[config.mk]
export PLATFORM = sky130hd
export DESIGN_NAME = wdog_lockable
export DESIGN_NICKNAME = d
export VERILOG_FILES = /design/src/rtl/wdog_lockable_pkg.sv /design/src/rtl/wdog_regfile.sv /design/src/rtl/wdog_core.sv /design/src/rtl/wdog_rdmux.sv /design/src/rtl/wdog_lockable.sv
export SDC_FILE = /design/constraint.sdc
export NUM_CORES = 1
export LEC_CHECK = 0
export BUFFER_PORTS_ARGS = -buffer_cell sky130_fd_sc_hd__buf_2
export CAP_MARGIN = 20
export CORE_AREA = 2 2 103 105
export CTS_CLUSTER_SIZE = 40
export DETAILED_ROUTE_END_ITERATION = 12
export DIE_AREA = 0 0 105 107
export HOLD_SLACK_MARGIN = 0.15
export MAX_ROUTING_LAYER = met4
export PLACE_DENSITY = 0.69
export SKIP_CTS_REPAIR_TIMING = 1
export SYNTH_ARGS = -nofsm -noshare
export SYNTH_HDL_FRONTEND = slang
export SYNTH_SLANG_ARGS = --single-unit
[constraint.sdc]
create_clock -name clk -period 3.4 [get_ports clk]
set_clock_uncertainty 0.05 [all_clocks]
set_input_delay 0.51 -clock clk [delete_from_list [all_inputs] [get_ports clk]]
set_output_delay 0.51 -clock clk [all_outputs]
set_load 0.05 [all_outputs]
[src/rtl/wdog_lockable_pkg.sv]
package wdog_lockable_pkg;

  // word offsets of the register map
  localparam int unsigned OFS_RELOAD  = 0;
  localparam int unsigned OFS_COUNT   = 1;
  localparam int unsigned OFS_CTRL    = 2;
  localparam int unsigned OFS_ACK     = 3;
  localparam int unsigned OFS_RAW     = 4;
  localparam int unsigned OFS_MASKED  = 5;
  localparam int unsigned OFS_TEST    = 6;
  localparam int unsigned OFS_CAUSE   = 7;
  localparam int unsigned OFS_KEYLOCK = 8;

  // bit positions inside control and test words
  localparam int unsigned CTRL_IRQEN_BIT = 0;
  localparam int unsigned CTRL_RSTEN_BIT = 1;
  localparam int unsigned CTRL_KIND_BIT  = 2;
  localparam int unsigned TEST_NORST_BIT = 0;
  localparam int unsigned TEST_STALL_BIT = 8;

  localparam logic [31:0] UNLOCK_KEY = 32'h1ACC_E551;

  typedef struct packed {
    logic irq_kind;  // 1: route to non-maskable line
    logic rst_en;
    logic irq_en;    // sticky
  } ctrl_t;

  typedef struct packed {
    logic stall_en;
    logic no_reset;
  } test_t;

endpackage

[src/rtl/wdog_regfile.sv]
module wdog_regfile
  import wdog_lockable_pkg::*;
#(
  parameter int DATA_W = 32,
  parameter int ADDR_W = 4,
  parameter logic [DATA_W-1:0] KEY = DATA_W'(UNLOCK_KEY)
) (
  input  logic              clk,
  input  logic              rst_n,
  input  logic              wr_en,
  input  logic [ADDR_W-1:0] wr_addr,
  input  logic [DATA_W-1:0] wr_data,
  output logic [DATA_W-1:0] reload_q,
  output ctrl_t             ctrl_q,
  output test_t             test_q,
  output logic              locked_q,
  output logic              reload_wr,
  output logic              ack_wr
);

  function automatic logic addr_is(input logic [ADDR_W-1:0] a, input int unsigned ofs);
    return a == ADDR_W'(ofs);
  endfunction

  // the enable bit may only rise; the other two follow the data
  function automatic ctrl_t ctrl_merge(input ctrl_t cur, input logic [DATA_W-1:0] d);
    ctrl_t n;
    n.irq_en   = cur.irq_en | d[CTRL_IRQEN_BIT];
    n.rst_en   = d[CTRL_RSTEN_BIT];
    n.irq_kind = d[CTRL_KIND_BIT];
    return n;
  endfunction

  function automatic logic key_match(input logic [DATA_W-1:0] d);
    return d == KEY;
  endfunction

  logic hit_reload, hit_ctrl, hit_ack, hit_test, hit_lock, hit_unmapped;
  logic open_w, ctrl_wr, test_wr, lock_wr;

  assign hit_reload   = wr_en && addr_is(wr_addr, OFS_RELOAD);
  assign hit_ctrl     = wr_en && addr_is(wr_addr, OFS_CTRL);
  assign hit_ack      = wr_en && addr_is(wr_addr, OFS_ACK);
  assign hit_test     = wr_en && addr_is(wr_addr, OFS_TEST);
  assign hit_lock     = wr_en && addr_is(wr_addr, OFS_KEYLOCK);
  assign hit_unmapped = wr_en && (wr_addr > ADDR_W'(OFS_KEYLOCK));

  assign open_w    = !locked_q;
  assign reload_wr = hit_reload && open_w;
  assign ack_wr    = hit_ack && open_w;
  assign ctrl_wr   = hit_ctrl && open_w;
  assign test_wr   = hit_test;
  assign lock_wr   = hit_lock;

  always_ff @(posedge clk or negedge rst_n) begin
    if (!rst_n) begin
      reload_q <= '1;
      ctrl_q   <= '0;
      test_q   <= '0;
      locked_q <= 1'b0;
    end else begin
      if (reload_wr) reload_q <= wr_data;
      if (ctrl_wr)   ctrl_q   <= ctrl_merge(ctrl_q, wr_data);
      if (test_wr) begin
        test_q.no_reset <= wr_data[TEST_NORST_BIT];
        if (open_w) test_q.stall_en <= wr_data[TEST_STALL_BIT];
      end
      if (lock_wr) locked_q <= !key_match(wr_data);
    end
  end

  assert_irqen_sticky_R9: assert property (@(posedge clk) disable iff (!rst_n)
    ctrl_q.irq_en |=> ctrl_q.irq_en);

  assert_locked_reload_R11: assert property (@(posedge clk) disable iff (!rst_n)
    (locked_q && hit_reload) |=> $stable(reload_q));

  assert_locked_ctrl_R11: assert property (@(posedge clk) disable iff (!rst_n)
    (locked_q && hit_ctrl) |=> $stable(ctrl_q));

  assert_locked_test_R11: assert property (@(posedge clk) disable iff (!rst_n)
    (locked_q && hit_test) |=> ($stable(test_q.stall_en) &&
                                test_q.no_reset == $past(wr_data[TEST_NORST_BIT])));

  assert_unmapped_write_R12: assert property (@(posedge clk) disable iff (!rst_n)
    hit_unmapped |=> ($stable(reload_q) && $stable(ctrl_q) && $stable(test_q) &&
                      $stable(locked_q)));

endmodule

[src/rtl/wdog_core.sv]
module wdog_core
  import wdog_lockable_pkg::*;
#(
  parameter int DATA_W = 32
) (
  input  logic              clk,
  input  logic              rst_n,
  input  logic              reload_wr,
  input  logic [DATA_W-1:0] reload_data,
  input  logic              ack_wr,
  input  logic [DATA_W-1:0] reload_q,
  input  ctrl_t             ctrl_q,
  input  test_t             test_q,
  input  logic              dbg_halt,
  output logic [DATA_W-1:0] count_q,
  output logic              raw_q,
  output logic              cause_rst_q,
  output logic              rst_req_q
);

  function automatic logic [DATA_W-1:0] count_step(input logic [DATA_W-1:0] c);
    return c - DATA_W'(1);
  endfunction

  function automatic logic is_zero(input logic [DATA_W-1:0] c);
    return c == '0;
  endfunction

  // named events for the checks
  logic run, bus_touch, at_zero, first_hit, second_hit, load_zero;

  assign run        = ctrl_q.irq_en && !(test_q.stall_en && dbg_halt);
  assign bus_touch  = reload_wr || ack_wr;
  assign at_zero    = run && is_zero(count_q) && !bus_touch;
  assign first_hit  = at_zero && !raw_q;
  assign second_hit = at_zero && raw_q && ctrl_q.rst_en;
  assign load_zero  = reload_wr && is_zero(reload_data);

  always_ff @(posedge clk or negedge rst_n) begin
    if (!rst_n) begin
      count_q     <= '1;
      raw_q       <= 1'b0;
      cause_rst_q <= 1'b0;
      rst_req_q   <= 1'b0;
    end else begin
      if (reload_wr)      count_q <= reload_data;
      else if (ack_wr)    count_q <= reload_q;
      else if (at_zero)   count_q <= reload_q;
      else if (run)       count_q <= count_step(count_q);

      if (ack_wr)                       raw_q <= 1'b0;
      else if (load_zero || first_hit)  raw_q <= 1'b1;

      if (ack_wr)                             cause_rst_q <= 1'b0;
      else if (second_hit && test_q.no_reset) cause_rst_q <= 1'b1;

      if (second_hit && !test_q.no_reset) rst_req_q <= 1'b1;
    end
  end

  assert_count_down_R2: assert property (@(posedge clk) disable iff (!rst_n)
    (run && !is_zero(count_q) && !bus_touch) |=> count_q == $past(count_q) - DATA_W'(1));

  assert_load_copy_R2: assert property (@(posedge clk) disable iff (!rst_n)
    reload_wr |=> count_q == $past(reload_data));

  assert_zero_load_R3: assert property (@(posedge clk) disable iff (!rst_n)
    load_zero |=> raw_q);

  assert_first_timeout_R4: assert property (@(posedge clk) disable iff (!rst_n)
    first_hit |=> (raw_q && count_q == $past(reload_q)));

  assert_reset_request_R5: assert property (@(posedge clk) disable iff (!rst_n)
    (second_hit && !test_q.no_reset) |=> rst_req_q);

  assert_reset_sticky_R5: assert property (@(posedge clk) disable iff (!rst_n)
    rst_req_q |=> rst_req_q);

  assert_test_cause_R6: assert property (@(posedge clk) disable iff (!rst_n)
    (second_hit && test_q.no_reset && !rst_req_q) |=> (cause_rst_q && !rst_req_q && raw_q));

  assert_ack_clears_R7: assert property (@(posedge clk) disable iff (!rst_n)
    ack_wr |=> (!raw_q && !cause_rst_q && count_q == $past(reload_q)));

  assert_frozen_R10: assert property (@(posedge clk) disable iff (!rst_n)
    (!run && !bus_touch) |=> $stable(count_q));

endmodule

[src/rtl/wdog_rdmux.sv]
module wdog_rdmux
  import wdog_lockable_pkg::*;
#(
  parameter int DATA_W = 32,
  parameter int ADDR_W = 4
) (
  input  logic [ADDR_W-1:0] rd_addr,
  input  logic [DATA_W-1:0] reload_q,
  input  logic [DATA_W-1:0] count_q,
  input  ctrl_t             ctrl_q,
  input  test_t             test_q,
  input  logic              locked_q,
  input  logic              raw_q,
  input  logic              cause_rst_q,
  output logic [DATA_W-1:0] rd_data
);

  function automatic logic [DATA_W-1:0] ctrl_word(input ctrl_t c);
    logic [DATA_W-1:0] w;
    w = '0;
    w[CTRL_IRQEN_BIT] = c.irq_en;
    w[CTRL_RSTEN_BIT] = c.rst_en;
    w[CTRL_KIND_BIT]  = c.irq_kind;
    return w;
  endfunction

  function automatic logic [DATA_W-1:0] test_word(input test_t t);
    logic [DATA_W-1:0] w;
    w = '0;
    w[TEST_NORST_BIT] = t.no_reset;
    w[TEST_STALL_BIT] = t.stall_en;
    return w;
  endfunction

  function automatic logic [DATA_W-1:0] flags(input logic b1, input logic b0);
    logic [DATA_W-1:0] w;
    w = '0;
    w[1] = b1;
    w[0] = b0;
    return w;
  endfunction

  always_comb begin
    case (rd_addr)
      ADDR_W'(OFS_RELOAD):  rd_data = reload_q;
      ADDR_W'(OFS_COUNT):   rd_data = count_q;
      ADDR_W'(OFS_CTRL):    rd_data = ctrl_word(ctrl_q);
      ADDR_W'(OFS_RAW):     rd_data = flags(1'b0, raw_q);
      ADDR_W'(OFS_MASKED):  rd_data = flags(1'b0, raw_q && ctrl_q.irq_en);
      ADDR_W'(OFS_TEST):    rd_data = test_word(test_q);
      ADDR_W'(OFS_CAUSE):   rd_data = flags(cause_rst_q, raw_q);
      ADDR_W'(OFS_KEYLOCK): rd_data = flags(1'b0, locked_q);
      default:              rd_data = '0;
    endcase
  end

endmodule

[src/rtl/wdog_lockable.sv]
module wdog_lockable
  import wdog_lockable_pkg::*;
#(
  parameter int DATA_W = 32,
  parameter int ADDR_W = 4,
  parameter logic [DATA_W-1:0] KEY = DATA_W'(UNLOCK_KEY)
) (
  input  logic              clk,
  input  logic              rst_n,
  input  logic              wr_en,
  input  logic [ADDR_W-1:0] wr_addr,
  input  logic [DATA_W-1:0] wr_data,
  input  logic [ADDR_W-1:0] rd_addr,
  output logic [DATA_W-1:0] rd_data,
  input  logic              dbg_halt,
  output logic              irq,
  output logic              nmi,
  output logic              rst_req
);

  logic [DATA_W-1:0] reload_q, count_q;
  ctrl_t             ctrl_q;
  test_t             test_q;
  logic              locked_q, reload_wr, ack_wr;
  logic              raw_q, cause_rst_q, rst_req_q;
  logic              masked;

  wdog_regfile #(.DATA_W(DATA_W), .ADDR_W(ADDR_W), .KEY(KEY)) u_regs (
    .clk(clk), .rst_n(rst_n), .wr_en(wr_en), .wr_addr(wr_addr), .wr_data(wr_data),
    .reload_q(reload_q), .ctrl_q(ctrl_q), .test_q(test_q), .locked_q(locked_q),
    .reload_wr(reload_wr), .ack_wr(ack_wr)
  );

  wdog_core #(.DATA_W(DATA_W)) u_core (
    .clk(clk), .rst_n(rst_n), .reload_wr(reload_wr), .reload_data(wr_data),
    .ack_wr(ack_wr), .reload_q(reload_q), .ctrl_q(ctrl_q), .test_q(test_q),
    .dbg_halt(dbg_halt), .count_q(count_q), .raw_q(raw_q),
    .cause_rst_q(cause_rst_q), .rst_req_q(rst_req_q)
  );

  wdog_rdmux #(.DATA_W(DATA_W), .ADDR_W(ADDR_W)) u_rd (
    .rd_addr(rd_addr), .reload_q(reload_q), .count_q(count_q), .ctrl_q(ctrl_q),
    .test_q(test_q), .locked_q(locked_q), .raw_q(raw_q), .cause_rst_q(cause_rst_q),
    .rd_data(rd_data)
  );

  assign masked  = raw_q && ctrl_q.irq_en;
  assign irq     = masked && !ctrl_q.irq_kind;
  assign nmi     = masked && ctrl_q.irq_kind;
  assign rst_req = rst_req_q;

  assert_line_select_R8: assert property (@(posedge clk) disable iff (!rst_n)
    $onehot0({irq, nmi}));

  assert_line_source_R8: assert property (@(posedge clk) disable iff (!rst_n)
    (irq || nmi) |-> (raw_q && ctrl_q.irq_en));

endmodule

==> summary by stage <==
Logic synthesis
The largest total area in the synthesized netlist belongs to dfstp_2. The number of synthesized register bits is 73. The post-synthesis adder-cell area fraction is 0.2630%. Yosys mapped a number of flops with a built-in enable equal to 0. The xor and xnor area share after synthesis is 0.9203%.

The mapped netlist covers 4758 um^2. The predominant post-synthesis flop cell is dfstp_2. The synthesized-area fraction occupied by ao, oa, aoi and oai cells is 23.35%.

The portion of synthesized area spent on multiplexers is 2.840%. The area share of the largest cell type after synthesis is 35.34%. The share of synthesized area occupied by flip-flops and latches is 40.07%. The number of synthesis warnings is 0. Dividing the synthesized area by the synthesized cell count gives 8.407 um^2. After Yosys synthesis, and, or, nand and nor cells account for 28.14% of the synthesized area. The unique cell type count in the Yosys netlist is 69.

The number of standard cells after synthesis is 566. By area, the combinational part of the netlist is dominated by simple AND/OR/NAND/NOR gates. By area the synthesized netlist is led by dfstp_2, nand2_1, a22o_1. The number of nets handed over by synthesis was 611. Counting flops with an async set or reset pin after synthesis yields a share of 100.0%.

Run status
The run finished with clean final reports.

Setup path
The launching element type of the critical path is a flip-flop. The cell family contributing the most delay on the critical path is simple AND/OR/NAND/NOR gates. Counting both buffers and inverters, the worst setup path holds a total of 1. The data arrival time at the worst-slack endpoint is 3.32 ns. The worst setup path is of the flip-flop to flip-flop kind. The critical path data required time is 3.60 ns. STA classifies the critical path endpoint as a flip-flop. The cell with the largest stage delay on the worst path is or4b_4. The largest single stage delay on the critical path is 0.51 ns. The signal on the critical path passes through inv_1 > ha_1 > or4b_4 > or4_4 > nor4_4 > nor2_1 > a221oi_2 > o22ai_1.

In this run the worst path has a maximum fanout of 12.

Power
The power per unit of standard cell area is 613.5 nW/um^2. The reported leakage power is 0.002367 uW. VDD sags by at most 313.3 uV.

STA
In the final timing run, aggregate negative setup slack is 0 ns. Subtracting the final worst setup slack from the clock period gives 3.126 ns. Headroom to the max-slew limit came out at 23.25%.

For the pin with the worst max-slew slack, the measured transition is 1.147 ns. The number of max-slew violations in the final report is 0. The total of endpoints with negative setup slack in the final report is 0. The highest attainable clock frequency is 319.9 MHz. The setup slack after layout is 0.2740 ns. The total count of hold-check failures in the final report is 0. The portion of the clock cycle consumed by the worst path in the final layout is 91.94%. Setup repair after global routing left no endpoint under its margin.

Cells and area
The filler cells instantiated in the layout total 945. The storage element area is 1907 um^2. The number of antenna repair diodes is 0. The number of nets in the layout is 684.

The post-route netlist has 31.26% of its cells at a drive strength greater than 1. From synthesis to final layout, the design area changed by 16.36%. The multi-input combinational cells in the finished layout cover a total of 2665 um^2.

Clock tree
The clock latency of the later-clocked register in the worst-skew pair is 0.35 ns. The register clock-pin slew on the reported worst setup and hold paths is 0.07 ns. The clock sink count is 73. The number of buffers inserted during clock tree synthesis is 9.

The H-tree depth reported by CTS is 3. The cell chosen for the clock root is clkbuf_8. The clock passes through at most 2 buffers.

TritonCTS built the clock tree.

Floorplan
The I/O pin total is 79. The die area is 11240 um^2. In this run the core area contains 37 standard-cell rows.

The die is 107 um tall. The core region is 10090 um^2. Once the floorplan was initialized, standard cells occupied 47.15% of the core. From left edge to right edge, the die measures 105 um.

Global routing
The all-layer global routing usage is 29.37%. For this run the aggregate overflow at the end of global routing stands at 0. The pin count of the biggest net entering global routing is 74. The number of global-route vias before repair is 4676. The wire length of the first global-routing pass is 24970 um. The initial antenna violation count came to 0.

Route
Summed over all layers, the routed wires come to 15940 um. The routed wire length per instance is 20.46 um. The iteration count of the initial detailed-routing pass is 5. The remaining routing DRC violations is 0. The routed layout has 4957 vias.

Using the TritonRoute via totals, the vias-per-cell ratio works out to 6.363. The detail route stage leaves a number of antenna-violating nets equal to 0. The DRC violation total after the first TritonRoute iteration is 411.

Min path
The worst hold path belongs to the class input port to flip-flop.

Placed design
Routability-driven placement finished with a final weighted congestion of 0.9767. The post-placement worst setup slack is 0.2601 ns. The half-perimeter wire length of the detailed placement result is 11420 um. The count of buffers added on input and output ports is 78.

Flow run
Max-cap violations in this run came to 0.
per-stage QoR:
step                      instances  hold WS, ns  power [uW]  instance area [um^2]  util [%]
after floorplan                 566       0.1644        2320                  4758         -
after global placement          764       0.4067        2706                  5368     53.19
after detailed placement        764       0.4097        2736                  5368     53.19
after CTS                       779       0.3122        3372                  5534     54.84
after global routing            779       0.3276        3591                  5537     54.86
final                           779       0.3240        3397                  5537     54.86
synthesized netlist by cell type, types with 3 or more instances:
cell type,n
nand2_1,116
dfstp_2,64
nor2_1,32
clkbuf_1,30
a22o_1,29
a21oi_1,26
o21ai_0,24
nor3_1,21
nor4_1,21
nand4_1,17
nand3_1,14
o22ai_1,12
inv_1,10
a31oi_1,9
and3_1,9
dfrtp_1,9
mux2i_1,9
a21o_1,6
buf_2,6
o211ai_1,6
o31ai_1,5
a211oi_1,4
mux2_2,4
nand2b_1,4
nor4b_1,4
or3_1,4
or4_1,4
a41oi_1,3
buf_4,3
nor3b_1,3
o22a_1,3
o311ai_0,3
xor2_1,3
worst register-to-register path, delay by kind of cell (launching register included):
family,cells,cell delay (ns)
AND/OR/NAND/NOR,4,1.84
AO/OA/AOI/OAI,2,0.43
flip-flops,1,0.39
adder cells (fa/ha/maj),1,0.23
buffers and inverters,1,0.10
worst paths after layout:
check / start / endpoint / slack, ns / depth (start not counted)
worst max-delay path: u_core.count_q[0] / u_core.count_q[14] / 0.27 / 8
worst min-delay path: wr_data[2] / u_regs.reload_q[2] / 0.32 / 3
worst max register to register: u_core.count_q[0] / u_core.count_q[14] / 0.27 / 8
worst min register to register: u_regs.reload_q[31] / u_regs.reload_q[31] / 0.42 / 2
max in group asynchronous: rst_n / u_core.rst_req_q / 2.37 / 2
min in group asynchronous: rst_n / u_regs.locked_q / 0.34 / 2
power by group:
group	internal (uW)	switching [uW]	total (uW)
logic	478	689	1170
clock network	303	328	631
registers	1270	333	1600
total	2050	1350	3400
registers in the layout (all words and copies together) (netlist names):
signal,flops
u_core.count_q,32
u_regs.test_q,2
u_regs.reload_q,32
u_regs.locked_q,1
u_regs.ctrl_q,3
u_core.rst_req_q,1
u_core.cause_rst_q,1
u_core.raw_q,1
cell usage in the layout (no fill, tap or decap), types with 3 or more instances in the layout:
master,Yosys,layout
nand3_1,14,14
a41oi_1,3,3
o22a_1,3,3
mux2_2,4,4
o211ai_1,6,6
a22o_1,29,29
xor2_1,3,3
a211oi_1,4,4
nor4b_1,4,4
nor4_1,21,19
nand4_1,17,17
o31ai_1,5,5
nor2_1,32,32
nor3_1,21,20
buf_2,6,78
clkbuf_8,0,11
nand2b_1,4,4
a31oi_1,9,9
a21oi_1,26,26
o22ai_1,12,12
nand2_1,116,116
o21ai_0,24,23
or3_1,4,4
inv_1,10,10
dfstp_2,64,64
mux2i_1,9,9
nor3b_1,3,3
dfrtp_1,9,9
and3_1,9,9
clkbuf_1,30,4
buf_4,3,24
or4_1,4,4
a21o_1,6,6
o311ai_0,3,3
logic make-up (layout without fill, tap and decap cells):
logic type                 Yosys count  in the layout
adders and majority gates            1              1
AOI/OAI and AO/OA                  156            156
buffers and inverters               51            128
muxes                               13             13
xor gates and xnor gates             5              5
DFF                                 73             73
and+or+nand+nor                    267            267
per-layer routing:
metal | GRT usage, % | up-vias | share of wire [%]
li1 | - | 2265 | -
met1 | 38.83 | 2401 | 43
met2 | 46.01 | 247 | 48
met3 | 4.863 | 44 | 7.4
met4 | 10.38 | 0 | 2.3
met5 | - | - | 0
layout make-up:
| type | count | share of cell area [%] |
|---|---|---|
| Sequential cell | 73 | 34.44 |
| Multi-Input combinational cell | 442 | 48.14 |
| Tap cell | 136 | 3.073 |
| Clock buffer | 15 | 3.006 |
| Inverter | 10 | 0.6780 |
| Timing Repair Buffer | 103 | 10.67 |
No activity file was read; power rests on OpenSTA's default activity.
